$ cat src/rtl/stc_pkg.sv
package stc_pkg;
  // Per-thread action chosen by the top level each cycle, highest precedence first.
  typedef enum logic [1:0] {
    ACT_COMMIT = 2'd0,
    ACT_START  = 2'd1,
    ACT_REWIND = 2'd2,
    ACT_RUN    = 2'd3
  } thr_act_e;
endpackage

$ cat src/rtl/stc_thread_seq.sv
// Per-thread sequencer: instruction interval counter, current sub-thread id,
// and the registered checkpoint and rewind pulses.
module stc_thread_seq #(
  parameter int NSUB     = 4,
  parameter int INTERVAL = 16,
  localparam int SW      = $clog2(NSUB),
  localparam int CW      = (INTERVAL > 1) ? $clog2(INTERVAL) : 1
) (
  input  logic             clk,
  input  logic             rst_n,
  input  stc_pkg::thr_act_e act_i,
  input  logic             retire_i,
  input  logic [SW-1:0]    tgt_i,
  output logic             active_o,
  output logic [SW-1:0]    cur_o,
  output logic             ckpt_due_o,
  output logic             ckpt_o,
  output logic             rewind_o,
  output logic [SW-1:0]    rewind_sub_o
);
  localparam logic [SW-1:0] LAST_SUB = SW'(NSUB - 1);
  localparam logic [CW-1:0] CNT_LAST = CW'(INTERVAL - 1);

  logic [CW-1:0] cnt_q;
  logic          may_count;

  assign may_count  = (act_i == stc_pkg::ACT_RUN) && active_o && retire_i && (cur_o != LAST_SUB);
  assign ckpt_due_o = may_count && (cnt_q == CNT_LAST);

  always_ff @(posedge clk) begin
    if (!rst_n) begin
      active_o     <= 1'b0;
      cur_o        <= '0;
      cnt_q        <= '0;
      ckpt_o       <= 1'b0;
      rewind_o     <= 1'b0;
      rewind_sub_o <= '0;
    end else begin
      ckpt_o   <= 1'b0;
      rewind_o <= 1'b0;
      unique case (act_i)
        stc_pkg::ACT_COMMIT: begin
          active_o <= 1'b0;
          cur_o    <= '0;
          cnt_q    <= '0;
        end
        stc_pkg::ACT_START: begin
          active_o <= 1'b1;
          cur_o    <= '0;
          cnt_q    <= '0;
        end
        stc_pkg::ACT_REWIND: begin
          cur_o        <= tgt_i;
          cnt_q        <= '0;
          rewind_o     <= 1'b1;
          rewind_sub_o <= tgt_i;
        end
        default: begin
          if (ckpt_due_o) begin
            cnt_q  <= '0;
            cur_o  <= cur_o + SW'(1);
            ckpt_o <= 1'b1;
          end else if (may_count) begin
            cnt_q <= cnt_q + CW'(1);
          end
        end
      endcase
    end
  end
endmodule

$ cat src/rtl/stc_start_table.sv
// Start table: for each thread and each of its sub-thread slots, the sub-thread
// id every thread was in when that slot began. Also computes the secondary
// rewind target of every thread for the violation presented this cycle.
module stc_start_table #(
  parameter int NT   = 4,
  parameter int NSUB = 4,
  localparam int SW  = $clog2(NSUB),
  localparam int TW  = $clog2(NT)
) (
  input  logic          clk,
  input  logic          rst_n,
  input  logic [NT-1:0] start_wr_i,
  input  logic [NT-1:0] ckpt_wr_i,
  input  logic [NT-1:0] clear_i,
  input  logic [SW-1:0] cur_i [NT],
  input  logic [TW-1:0] viol_tid_i,
  input  logic [SW-1:0] viol_sub_i,
  output logic [SW-1:0] sec_tgt_o [NT]
);
  logic [SW-1:0] tbl_q [NT][NSUB][NT];

  always_ff @(posedge clk) begin
    if (!rst_n) begin
      for (int t = 0; t < NT; t++)
        for (int k = 0; k < NSUB; k++)
          for (int j = 0; j < NT; j++)
            tbl_q[t][k][j] <= '0;
    end else begin
      for (int t = 0; t < NT; t++) begin
        if (clear_i[t]) begin
          for (int k = 0; k < NSUB; k++)
            for (int j = 0; j < NT; j++)
              tbl_q[t][k][j] <= '0;
        end else if (start_wr_i[t]) begin
          for (int j = 0; j < NT; j++)
            tbl_q[t][0][j] <= cur_i[j];
        end else if (ckpt_wr_i[t]) begin
          for (int j = 0; j < NT; j++)
            tbl_q[t][cur_i[t] + SW'(1)][j] <= cur_i[j];
        end
      end
    end
  end

  // Latest local slot that was already running when the violated older
  // sub-thread began: slot 0, or a slot whose recorded older id is below it.
  always_comb begin
    for (int t = 0; t < NT; t++) begin
      sec_tgt_o[t] = '0;
      for (int k = 1; k < NSUB; k++) begin
        if ((SW'(k) <= cur_i[t]) && (tbl_q[t][k][viol_tid_i] < viol_sub_i))
          sec_tgt_o[t] = SW'(k);
      end
    end
  end
endmodule

$ cat src/rtl/sub_thread_ckpt_ctrl.sv
module sub_thread_ckpt_ctrl #(
  parameter int NT       = 4,
  parameter int NSUB     = 4,
  parameter int INTERVAL = 16,
  localparam int TW      = $clog2(NT),
  localparam int SW      = $clog2(NSUB)
) (
  input  logic            clk,
  input  logic            rst_n,
  input  logic [NT-1:0]   retire,
  input  logic            start_valid,
  input  logic [TW-1:0]   start_tid,
  input  logic            commit_valid,
  input  logic [TW-1:0]   commit_tid,
  input  logic            viol_valid,
  input  logic [TW-1:0]   viol_tid,
  input  logic [SW-1:0]   viol_sub,
  output logic [NT*SW-1:0] cur_sub,
  output logic [NT-1:0]   ckpt_pulse,
  output logic [NT-1:0]   rewind_valid,
  output logic [NT*SW-1:0] rewind_sub
);
  stc_pkg::thr_act_e thr_act [NT];
  logic [SW-1:0] cur      [NT];
  logic [SW-1:0] tgt      [NT];
  logic [SW-1:0] sec_tgt  [NT];
  logic [SW-1:0] rw_sub   [NT];
  logic [NT-1:0] active;
  logic [NT-1:0] ckpt_due;
  logic [NT-1:0] start_wr;
  logic [NT-1:0] clear;
  logic          viol_ok;

  assign viol_ok = viol_valid && active[viol_tid] && (viol_sub <= cur[viol_tid]);

  always_comb begin
    for (int t = 0; t < NT; t++) begin
      start_wr[t] = 1'b0;
      clear[t]    = 1'b0;
      if (commit_valid && (commit_tid == TW'(t))) begin
        thr_act[t] = stc_pkg::ACT_COMMIT;
        clear[t]   = 1'b1;
      end else if (start_valid && (start_tid == TW'(t))) begin
        thr_act[t]  = stc_pkg::ACT_START;
        start_wr[t] = 1'b1;
      end else if (viol_ok && active[t] && (TW'(t) >= viol_tid)) begin
        thr_act[t] = stc_pkg::ACT_REWIND;
      end else begin
        thr_act[t] = stc_pkg::ACT_RUN;
      end
      tgt[t] = (TW'(t) == viol_tid) ? viol_sub : sec_tgt[t];
    end
  end

  for (genvar g = 0; g < NT; g++) begin : g_thr
    stc_thread_seq #(
      .NSUB     (NSUB),
      .INTERVAL (INTERVAL)
    ) u_seq (
      .clk          (clk),
      .rst_n        (rst_n),
      .act_i        (thr_act[g]),
      .retire_i     (retire[g]),
      .tgt_i        (tgt[g]),
      .active_o     (active[g]),
      .cur_o        (cur[g]),
      .ckpt_due_o   (ckpt_due[g]),
      .ckpt_o       (ckpt_pulse[g]),
      .rewind_o     (rewind_valid[g]),
      .rewind_sub_o (rw_sub[g])
    );
    assign cur_sub[g*SW +: SW]    = cur[g];
    assign rewind_sub[g*SW +: SW] = rw_sub[g];
  end

  stc_start_table #(
    .NT   (NT),
    .NSUB (NSUB)
  ) u_table (
    .clk        (clk),
    .rst_n      (rst_n),
    .start_wr_i (start_wr),
    .ckpt_wr_i  (ckpt_due),
    .clear_i    (clear),
    .cur_i      (cur),
    .viol_tid_i (viol_tid),
    .viol_sub_i (viol_sub),
    .sec_tgt_o  (sec_tgt)
  );
endmodule

$ cat config.mk
export PLATFORM = sky130hd
export DESIGN_NAME = sub_thread_ckpt_ctrl
export DESIGN_NICKNAME = d
export VERILOG_FILES = /design/src/rtl/stc_pkg.sv /design/src/rtl/stc_thread_seq.sv /design/src/rtl/stc_start_table.sv /design/src/rtl/sub_thread_ckpt_ctrl.sv
export SDC_FILE = /design/constraint.sdc
export NUM_CORES = 1
export LEC_CHECK = 0
export ABC_AREA = 1
export CAP_MARGIN = 20
export CORE_MARGIN = 2
export CORE_UTILIZATION = 55
export CTS_BUF_LIST = sky130_fd_sc_hd__clkbuf_4 sky130_fd_sc_hd__clkbuf_8
export CTS_CLUSTER_SIZE = 30
export DETAILED_ROUTE_END_ITERATION = 6
export GPL_TIMING_DRIVEN = 1
export PLACE_DENSITY = 0.74
export SYNTH_ARGS = -nofsm -noshare
export SYNTH_HDL_FRONTEND = slang
export SYNTH_HIERARCHICAL = 1
export SYNTH_SLANG_ARGS = --single-unit
$ cat constraint.sdc
create_clock -name clk -period 5.92 [get_ports clk]
set_input_delay 0.592 -clock clk [delete_from_list [all_inputs] [get_ports clk]]
set_output_delay 0.592 -clock clk [all_outputs]
set_load 0.1 [all_outputs]
# After elaboration in Yosys (flattened, before gate mapping)
# Memories as Yosys holds them, arrays and structs flattened.
# Index checks and enable logic that the tools add are counted.
totals:
  regBits: 44
  inputBits: 17
  n_memories: 1
  ramBits: 128
  wordCells: 1558
  out_inout_bits: 24
mem_list:
  columns: ["name", "depth", "width", "read_ports", "rd_clocked_by_memory_dff", "write_ports", "line_no", "text"]
  rows:
  - ["u_table.tbl_q", 4, 32, 4, 0, 4, "stc_start_table.sv:20", "logic [SW-1:0] tbl_q [NT][NSUB][NT];"]
classes:
  magnitude_cmp: 39
  bitwise_logic: 598
  eq_ne: 29
  n_reduce_logical: 77
  muxes: 782
  addsub: 8
op_table:
  columns: ["op", "n"]
  rows:
  - ["$or 1x1->1", 592]
  - ["$mux 1", 582]
  - ["$mux 32", 16]
  - ["$mux 2", 134]
  - ["$demux 8 s2", 16]
  - ["$bmux 2 s2", 13]
  - ["$logic_and 1x1->1", 50]
  - ["$mux 8", 4]
  - ["$eq 2x2->1 const B", 12]
  - ["$lt 2x2->1", 12]
  - ["$mux 6", 4]
  - ["$reduce_or 5->1", 4]
  - ["$add 4x1->4 const B", 4]
  - ["$eq 4x4->1 const B", 4]
  - ["$le 2x2->1 const A", 8]
  - ["$mux 4", 4]
  - ["$pmux 2 s2", 4]
  - ["$reduce_or 4->1", 4]
  - ["$ge 3x3->1 const B", 5]
  - ["$not 2->3", 5]
  - ["$logic_not 2->1", 7]
  - ["$eq 2x1->1 const B", 6]
  - ["$lt 3x1->1 const B", 4]
  - ["$reduce_bool 3->1", 4]
  - ["14 further kinds", 35]

# Longest topological paths before layout
# Gate-level depths: netlist of run 1.
logic_depth:
  ltp_word: 25
  mapped_depth: 23
  depth_no_buf: 22

# Hierarchy
# Netlist of run 1, hierarchy kept.
by_module_without_submodules:
  columns: ["module", "cells_each", "n_inst", "area_each_um2", "seq_area_each_um2"]
  rows:
  - ["stc_start_table", 480, 1, 4674.5, 2882.8]
  - ["stc_thread_seq", 79, 4, 583.1, 220.2]
  - ["sub_thread_ckpt_ctrl", 104, 1, 509.2, 0.0]

# Worst setup path before layout of run 1
# OpenSTA, ideal clock, no wires.
synth_path:
  kind: "register to register"
  start: "reg g_thr[3].u_seq.cur_o[1]"
  end: "mem u_table/tbl_q[0][10] (netlist bit) (enable)"
  synth_period_minus_slack_ns: 3.813
  path_slack_ns: 2.107
  path_stages_with_launch: 20
  arrival_ns: 3.476
  setup_ns: 0.337
  required_time_ns: 5.583
  path_buffers: 0
  path_cell_list: "dfxtp_1 > inv_1 > o211ai_1 > a31oi_1 > ha_1 > nand2_1 > nand2_1 > a21oi_2 > nand3_1 > nand2_1 > inv_1 > ha_1 > nand2_2 > nor2_8 > nand2_4 > inv_1 > nand2_1 > nor3_1 > nand3_1 > nand3_1"
synth_lines:
  columns: ["element", "line_no", "text"]
  rows:
  - ["start: declaration", "stc_thread_seq.sv:15", "output logic [SW-1:0] cur_o,"]
  - ["start signal: assignment", "stc_thread_seq.sv:53", "cur_o <= tgt_i;"]
  - ["start signal: assignment", "stc_thread_seq.sv:61", "cur_o <= cur_o + SW'(1);"]
  - ["end: declaration", "stc_start_table.sv:20", null]

==> results.cfg, run 1 <==
[placement]
dp_hpwl_um = 10900
pre_cts_ws_ns = 1.14
gp_congestion = 0.821
io_buffers = 40

[worst_setup_path]
crit_fanout = 9
r2r_start = g_thr[3].u_seq/cur_o[1]
crit_arrival_ns = 4.49
timing_worst_setup_path_type = primary input to register
path_cells = clkdlybuf4s50_1 > nand2_2 > o211ai_1 > a31oi_1 > ha_1 > nand2_1 > nand2_1 > a21oi_2 > nand3_1 > nand2_1 > inv_1 > ha_1 > nand2_2 > nor2_8 > nand2_4 > inv_1 > nand2_1 > nor3_1 > nand3_1 > nand3_1
timing.rr.end = u_table/tbl_q[0][2]
rr_worst_depth = 19
setup.worst_path.start_class = primary input
cp_data_required_time_ns = 6.02
cpPeakStageDelay_ns = 0.84
rrSetupSlack_ns = 2.13
path_common_cell = nand2_1
cp-end-kind = register
crit_slowest_cell = clkdlybuf4s50_1

[yosys]
syn_area_per_cell_um2 = 8.35
synthMostInstantiatedCell = nand2_1
synthTopCellsByArea = edfxtp_1 38%, dfxtp_1 12%, nand2_1 9.5%
synth_async_sr_flop_share_pct = 0
netlist-cell-type-count = 35
synth_largest_area_cell = edfxtp_1
syn_area_mm2 = 0.00752
synth_edf_count = 96
seq_area_frac_synth_pct = 50.1
syn_inst = 900
yosysWarningCount = 6
synthFlopType = edfxtp_1
synth_common_cells = 190 x nand2_1, 148 x nor2_1, 124 x inv_1
yosysTopAreaCellShare_pct = 38.4
ys_ff_latch = 140

[sta]
slew_headroom_pct = 33.2
hold-worst-slack_ns = 0.464
hold_viol = 0
final_max_slew_viol_count = 0
fin_crit_ns = 4.39
fin_worst_skew_ns = 0.0120
clock.fmax_mhz = 228
finalSetupViolations = 0
setup_ws_ns = 1.53
worst_pin_slew_ns = 0.999
rsz0062_at_grt = false
finalSetupTns_ns = 0
min_period_over_period_pct = 74.1

[routing]
viasPerCell = 5.14
ant_nets = 0
wire_per_inst_um = 14.1
drt_first_pass_iters = 5
vias = 5860
route.detailed.drc = 0
drt-total-wl_um = 16000
drt_iter0_drc = 483

[run_status]
outcome = complete, no violations

[clock_tree]
post_cts_buffers = 0
clock_latency_ns = 0.44
clk_pin_slew_ns = 0.07
htreeDepth = 4
cts_hold_buf = 0
post_cts_resized = 0
cts_root_buf = clkbuf_8
cts_tree = done
numCtsBuffers = 17
cts.sinks = 140
cts_buffer_depth = 2

[layout]
area_growth_pct = 13.0
n_antenna_cell = 0
nets = 1006
finish.utilization_pct = 63.9
drive_above_1_share_pct = 8.20

[power]
total_power_mw = 2.29
powerDensity_mw_per_mm2 = 269
ir_drop_v = 0.000157
p_leak_nw = 3.66

[floorplan]
die_h_um = 121
dieWidth_um = 121
die_area_mm2 = 0.0146
num_rows = 42
io_pins = 41
initial_utilization_pct = 56.5
core_mm2 = 0.0133

[hold_path]
hold_end = g_thr[3].u_seq/rewind_sub_o[0]
hold_class = register to register
hp-start = g_thr[3].u_seq/rewind_sub_o[0]
min_path_cells = 2

[global_routing]
gr-usage-met3_pct = 5.26
met1_usage_pct = 31.3
grt_use_met2_pct = 37.7
track_usage_pct = 23.4
overflow = 0
antenna_found_initial = 0
first_global_vias = 5398
grt_pass1_wl_um = 26300
grt.busiest_layer = met2
grt_max_degree = 49

[job]
drv_cap = 0
[cells in the final DEF (no fill, tap or decap)]
| cell type | netlist | layout |
|---|---|---|
| nor2_4 | 2 | 2 |
| or2_1 | 4 | 4 |
| nand2_4 | 4 | 4 |
| buf_4 | 5 | 4 |
| nand2_1 | 190 | 190 |
| a31oi_1 | 1 | 1 |
| nor2_1 | 148 | 148 |
| clkdlybuf4s50_1 | 0 | 39 |
| a21oi_2 | 1 | 1 |
| dfxtp_1 | 44 | 44 |
| o21ai_1 | 4 | 4 |
| o211ai_2 | 2 | 2 |
| o21bai_1 | 4 | 4 |
| bufinv_16 | 0 | 3 |
| ha_1 | 38 | 38 |
| a21oi_1 | 34 | 34 |
| o211ai_1 | 1 | 1 |
| nand3_1 | 59 | 59 |
| inv_2 | 9 | 9 |
| nor3_1 | 15 | 15 |
| clkbuf_4 | 0 | 2 |
| clkbuf_8 | 0 | 19 |
| edfxtp_1 | 96 | 96 |
| inv_1 | 124 | 124 |
| conb_1 | 1 | 16 |
| or2_2 | 3 | 3 |
| nor3_2 | 8 | 8 |
| nor2_8 | 5 | 5 |
| buf_2 | 6 | 1 |
| o22ai_1 | 20 | 20 |
| clkinv_4 | 0 | 3 |
| nand4_1 | 3 | 3 |
| or2_0 | 3 | 3 |
| nand2_2 | 7 | 7 |
| nand3b_1 | 4 | 4 |
| inv_4 | 1 | 2 |
| o21ai_0 | 38 | 38 |
| clkinv_2 | 0 | 4 |
[stage by stage]
| step | instances | instance area, µm² |
|---|---|---|
| 3_3_place_gp | 1108 | 8080 |
| 3_5_place_dp | 1108 | 8080 |
| 2_1_floorplan | 915 | 7570 |
| 5_1_grt | 1140 | 8490 |
| 6_report | 1140 | 8490 |
| 4_1_cts | 1140 | 8490 |
[cells by family after synthesis]
group	after synthesis	synth area share, %
other	1	0.0499
buffers and inverters	161	8.62
adders and majority gates	38	6.33
DFF	140	50.1
and+or+nand+nor	455	27.2
AOI/OAI and AO/OA	105	7.76
[cell type report]
class	instances	area, µm²
fill	1125	4800
clock inverter	11	143
inverter	134	505
sequential	140	3760
clock buffer	21	277
multi-input combinational	614	3160
timing repair buffer	44	425
tap	176	220
[sequential cells by signal, summed over array words and instances, names as in the netlist]
signal / flops
g_thr.u_seq/rewind_sub_o: 8
g_thr.u_seq/ckpt_o: 4
g_thr.u_seq/cur_o: 8
g_thr.u_seq/cnt_q: 16
g_thr.u_seq/rewind_o: 4
g_thr.u_seq/active_o: 4
u_table/tbl_q: 96
[critical path: cells and delay by family]
kind | cells | cell delay, ns
compound gates | 3 | 0.36
fa+ha+maj | 2 | 0.57
buf+inv | 3 | 0.99
simple gates | 12 | 1.98
[worst max path at each step]
stage | from | end | cells after the start
final | viol_tid[1] | u_table/tbl_q[0][2] | 20
after global routing | viol_tid[1] | u_table/tbl_q[0][43] | 20
after CTS | viol_tid[1] | u_table/tbl_q[0][4] | 20
after detailed placement | viol_tid[1] | u_table/tbl_q[0][6] | 20
after global placement | viol_tid[1] | u_table/tbl_q[0][4] | 20
after floorplan | g_thr[3].u_seq/cur_o[1] | u_table/tbl_q[0][10] | 19
[routing by layer]
layer | vias up | wire (µm) | share of wire, %
met5 | - | 0 | 0
met4 | 0 | 315 | 2.0
met3 | 28 | 1170 | 7.3
met2 | 177 | 7580 | 47
met1 | 2658 | 6970 | 43
li1 | 2997 | - | -
[power by group]
part	leakage (nW)	internal (mW)	switching [mW]	total, mW
registers	1.30	1.10	0.0326	1.13
clock network	0.221	0.447	0.351	0.799
logic	2.14	0.101	0.255	0.356
No activity file was read; power rests on OpenSTA's default activity.
==> inputs of run 2 (changes only) <==
clock period = 4.2 ns   (was 5.92 ns; I/O delays follow)
==> run 2 against run 1 <==
  * Sequential cell count is the same
  * Die area is the same
  * Final area grew 1.2%
  * Via count grew 1.4%
  * Non-clock buffer count grew 11
  * Global-route usage grew 0.75 points
  * Sequential share of layout area shrank 0.52 points
==> results.cfg, run 2 (synthesis gave the netlist of run 1 again) <==
[hold_path]
hold_class = register to register
hp-start = g_thr[3].u_seq/rewind_sub_o[0]

[clock_tree]
cts_root_buf = clkbuf_8
cts_hold_buf = 0
clk_pin_slew_ns = 0.07
numCtsBuffers = 17
clock_latency_ns = 0.46
post_cts_resized = 0
cts_tree = done
htreeDepth = 4
cts_buffer_depth = 2
post_cts_buffers = 0
cts.sinks = 140

[sta]
hold_viol = 0
finalSetupTns_ns = 0
clock.fmax_mhz = 272
min_period_over_period_pct = 87.4
rsz0062_at_grt = false
fin_worst_skew_ns = 0.0145
final_max_slew_viol_count = 0
worst_pin_slew_ns = 0.986
finalSetupViolations = 0
hold-worst-slack_ns = 0.464
slew_headroom_pct = 34.1
fin_crit_ns = 3.67

[global_routing]
track_usage_pct = 24.1
grt_pass1_wl_um = 27000
grt_max_degree = 49
first_global_vias = 5517
overflow = 0
antenna_found_initial = 0

[routing]
viasPerCell = 5.16
drt_first_pass_iters = 6
drt_iter0_drc = 490
route.met2.wl_um = 7790
drt-total-wl_um = 16600
route.detailed.drc = 0
wl_met3_um = 939
ant_nets = 0
wire_per_inst_um = 14.4
top_layer = met4
vias = 5942
wl_met1_um = 7580

[layout]
stdcell_count = 1151
largest_reg_flops = 96
top_regs = u_table/tbl_q: 96 flops, g_thr.u_seq/cnt_q: 16 flops
design_area_mm2 = 0.00859
area_growth_pct = 14.3
n_antenna_cell = 0
drive_above_1_share_pct = 8.92
final_common_cell = nand2_1
final_cell_mix = 190 x nand2_1, 148 x nor2_1, 124 x inv_1
nets = 1017
top_register = u_table/tbl_q

[placement]
io_buffers = 40
dp_hpwl_um = 10900
gp_congestion = 0.867
dp.cells = 1119
placed_area_mm2 = 0.00816

[worst_setup_path]
cp-end-kind = register
r2r_start = g_thr[1].u_seq/cur_o[1]
setup.worst_path.start = viol_tid[1]
path_common_cell = nand2_1
crit_arrival_ns = 3.81
path_cells = clkdlybuf4s50_1 > buf_4 > nand2_2 > o211ai_1 > a31oi_1 > ha_1 > nand2_1 > nand2_1 > a21oi_2 > nand3_1 > nand2_1 > inv_1 > ha_1 > nand2_2 > nor2_8 > nand2_4 > inv_1 > inv_1 > nor2_1 > nand2_1 > nor3_2 > inv_1 > nand2_1
crit_slowest_cell = clkdlybuf4s50_1
crit_fanout = 8
cpPeakStageDelay_ns = 0.46
timing_worst_setup_path_type = primary input to register
cp_data_required_time_ns = 4.34
setup.worst_path.start_class = primary input

[floorplan]
die_area_mm2 = 0.0146
die_h_um = 121
initial_utilization_pct = 56.5
dieWidth_um = 121
core_mm2 = 0.0133
io_pins = 41
num_rows = 42

[run_status]
outcome = complete, no violations

[job]
drv_cap = 0

[power]
ir_drop_v = 0.000232
p_leak_nw = 3.71
powerDensity_mw_per_mm2 = 384
[run 2: cell types whose count changed in the layout (fill, tap and decap cells not counted)]
cell	delta
buf_4	+11
clkinvlp_4	+1
clkbuf_4	-2
clkinv_4	-2
bufinv_16	+2
inv_4	-1
clkinv_2	+1
clkinv_1	+3
clkbuf_8	-2
[run 2: final timing paths]
check / endpoint / slack (ns) / depth (start not counted)
min: g_thr[3].u_seq/rewind_sub_o[0] / 0.46 / 2
min reg2reg: g_thr[3].u_seq/rewind_sub_o[0] / 0.46 / 2
max reg2reg: u_table/tbl_q[1][41] / 0.59 / 21
max: u_table/tbl_q[1][41] / 0.53 / 23
[run 2: stage by stage]
stage                     total power [mW]  worst slack [ns]  util [%]
after floorplan                       1.99             0.387         -
after global placement                2.13             0.148      61.4
after CTS                             3.31             0.584      64.6
after detailed placement              2.13             0.118      61.4
final                                 3.30             0.529      64.6
after global routing                  3.43             0.254      64.6
[run 2: cell type report]
class	instances	area [µm²]
repair buffers	55	508
multi-input cells	614	3160
fillers	1105	4700
flip-flops and latches	140	3760
clock inverters	15	203
inverters	134	505
well taps	176	220
clock buffers	17	234
[run 2: power by group]
group | internal, mW | leakage [nW] | switching [mW]
clock network | 0.694 | 0.221 | 0.494
logic | 0.144 | 2.18 | 0.364
registers | 1.55 | 1.30 | 0.0478
[run 2: layer usage]
layer | vias to the layer above | track usage [%]
met5 | - | 0
met4 | 0 | 9.08
met3 | 32 | 4.70
met2 | 165 | 38.6
met1 | 2729 | 32.7
li1 | 3016 | -
[run 2: critical path, delay by kind of cell]
family	cells	cell delay, ns
buffers and inverters	6	0.98
adder cells (fa/ha/maj)	2	0.56
AND/OR/NAND/NOR	12	1.50
AO/OA/AOI/OAI	3	0.34
==> inputs of run 3 (changes only) <==
ABC_AREA = unset   (was 1)
RECOVER_POWER = 100   (was unset)
==> run 3 against run 2 <==
  * Global-route usage shrank 1.3 points
  * Critical endpoint is now u_table/tbl_q[1][6]
  * Combinational power shrank 19%
  * Register-to-register slack lost 0.17 ns
  * Cell count shrank 25%
  * Critical path type unchanged
  * Sequential share of layout area grew 0.82 points
  * Via count shrank 16%
  * Fmax shrank 5.9%
  * Setup slack lost 0.23 ns
  * Routed wire length shrank 5.6%
  * Largest cell class unchanged
  * Sequential power is essentially flat
==> results.cfg, run 3 <==
[power]
ir_drop_v = 0.000227
sequentialPowerShare_pct = 49.7
internal_power_mw = 2.34
comb_power_share_pct = 13.0
p_leak_nw = 3.42
switching_share_pct = 25.8
clkPwrFrac_pct = 37.3
powerDensity_mw_per_mm2 = 374
p_switching_mw = 0.813

[sta]
finalSetupViolations = 0
worst_pin_slew_ns = 1.03
rsz0062_at_grt = false
clock.fmax_mhz = 256
hold_viol = 0
fin_crit_ns = 3.90
setup_ws_ns = 0.301
min_period_over_period_pct = 92.8
fin_worst_skew_ns = 0.00813
final_max_slew_viol_count = 0
slew_headroom_pct = 29.7

[yosys]
synthFlopType = edfxtp_1
synth_common_cells = 96 x edfxtp_1, 65 x and2_1, 44 x dfxtp_1
synth_edf_count = 96
seq_area_frac_synth_pct = 50.6
yosysTopAreaCellShare_pct = 38.8
syn_area_per_cell_um2 = 12.4
syn_inst = 600
ys_ff_latch = 140
synthMostInstantiatedCell = edfxtp_1
synth_async_sr_flop_share_pct = 0
synth_largest_area_cell = edfxtp_1
netlist-cell-type-count = 47
syn_area_mm2 = 0.00743
yosysWarningCount = 6
synthTopCellsByArea = edfxtp_1 39%, dfxtp_1 12%, ha_1 6.4%

[floorplan]
core_mm2 = 0.0132
dieWidth_um = 120
io_pins = 41
initial_utilization_pct = 56.1
die_h_um = 120
die_area_mm2 = 0.0145
num_rows = 42

[global_routing]
antenna_found_initial = 0
first_global_vias = 4976
overflow = 0
grt_pass1_wl_um = 25200
grt_max_degree = 29
track_usage_pct = 22.8

[clock_tree]
cts_buffer_depth = 2
cts_root_buf = clkbuf_8
numCtsBuffers = 17
cts_tree = done
htreeDepth = 4
clock_latency_ns = 0.45
cts.sinks = 140
post_cts_buffers = 0
clk_pin_slew_ns = 0.08

[placement]
gp_congestion = 0.818
dp_hpwl_um = 10700
dp.cells = 829
io_buffers = 40
pre_cts_ws_ns = -0.193

[worst_setup_path]
path_common_cell = ha_1
rrSetupSlack_ns = 0.42
cp-end-kind = register
setup.worst_path.start_class = primary input
rr_worst_depth = 13
timing_worst_setup_path_type = primary input to register
cp_data_required_time_ns = 4.32
crit_arrival_ns = 4.02
path_cells = clkdlybuf4s50_1 > mux4_1 > inv_1 > ha_1 > nand3_1 > o21ai_1 > a31oi_1 > ha_1 > nand4b_2 > nor2_1 > nand4bb_1 > nor2_2 > and2_1 > nand2b_1
crit_slowest_cell = clkdlybuf4s50_1
crit_fanout = 8
r2r_start = g_thr[1].u_seq/cur_o[1]
timing.rr.end = u_table/tbl_q[1][6]
cpPeakStageDelay_ns = 0.64

[routing]
ant_nets = 0
drt_iter0_drc = 403
vias = 4963
route.detailed.drc = 0
viasPerCell = 5.77
drt-total-wl_um = 15700
drt_first_pass_iters = 5
wire_per_inst_um = 18.3

[job]
drv_cap = 0

[layout]
area_growth_pct = 13.5
top_regs = u_table/tbl_q: 96 flops, g_thr.u_seq/cnt_q: 16 flops
largest_reg_flops = 96
stdcell_count = 860
top_register = u_table/tbl_q
drive_above_1_share_pct = 12.9
final_common_cell = edfxtp_1
nets = 727
final_cell_mix = 96 x edfxtp_1, 44 x dfxtp_1, 38 x ha_1
n_antenna_cell = 0

[hold_path]
hold_class = register to register
hold_end = g_thr[0].u_seq/cnt_q[1]
min_path_cells = 2
hp-start = g_thr[0].u_seq/cnt_q[1]

[run_status]
outcome = complete, no violations
-- run 3: stage by stage --
step	utilization, %	hold WS [ns]	power [mW]	setup TNS, ns	instance area [µm²]
global placement	61.5	0.473	2.00	0	8150
global route	63.7	0.514	3.26	0	8440
floorplan	-	0.460	1.89	0	7490
finish	63.7	0.492	3.15	0	8440
detailed placement	61.5	0.485	2.02	-2.93	8150
CTS	64.7	0.496	3.19	0	8570
-- run 3: per-layer routing --
metal / up-vias / global-route usage, % / share of wire, %
li1: 2351 / - / -
met1: 2448 / 29.1 / 44
met2: 143 / 37.6 / 49
met3: 21 / 5.90 / 5.1
met4: 0 / 8.79 / 1.8
met5: - / 0 / 0
-- run 3: layout make-up --
class,count,area [µm²]
Clock buffer,17,234
Clock inverter,14,191
Fill cell,1005,4810
Inverter,16,60.1
Multi-Input combinational cell,432,3430
Sequential cell,140,3760
Tap cell,176,220
Timing Repair Buffer,65,542
-- run 3: worst max-delay path, delay by kind of cell --
family,cells,cell delay [ns]
AOI/OAI and AO/OA,2,0.46
adders and majority gates,2,0.53
buffers and inverters,2,0.71
muxes,1,0.34
and+or+nand+nor,7,1.54
-- run 3: worst max path at each step --
stage	startpoint	to	slack, ns	cells past startpoint
after floorplan	g_thr[0].u_seq/cur_o[1]	u_table/tbl_q[1][10]	0.15	12
after global placement	viol_tid[1]	u_table/tbl_q[0][36]	0.02	14
after detailed placement	viol_tid[1]	u_table/tbl_q[0][39]	-0.19	14
after CTS	viol_tid[1]	u_table/tbl_q[0][39]	0.29	14
after global routing	viol_tid[1]	u_table/tbl_q[1][42]	0.04	14
final	viol_tid[1]	u_table/tbl_q[1][6]	0.30	14
-- run 3: timing repair --
item | in CTS | in global routing
hold buffers | 0 | 0
gates resized for setup | 0 | 2
endpoints found under the hold margin | 0 | 0
setup endpoints to repair | 0 | 16
-- run 3: logic make-up after synthesis --
group / after synthesis / synth area share, %
adders and majority gates: 38 / 6.40
buffers and inverters: 43 / 2.79
and+or+nand+nor: 258 / 21.7
AOI/OAI and AO/OA: 72 / 6.97
DFF: 140 / 50.6
other: 1 / 0.0504
muxes: 48 / 11.5
-- run 3: power groups by stage --
stage	clock network, mW	logic (mW)	registers [mW]
floorplan	0	0.236	1.65
global placement	0	0.409	1.59
detailed placement	0	0.420	1.60
CTS	1.20	0.422	1.57
global route	1.25	0.444	1.57
finish	1.18	0.409	1.57
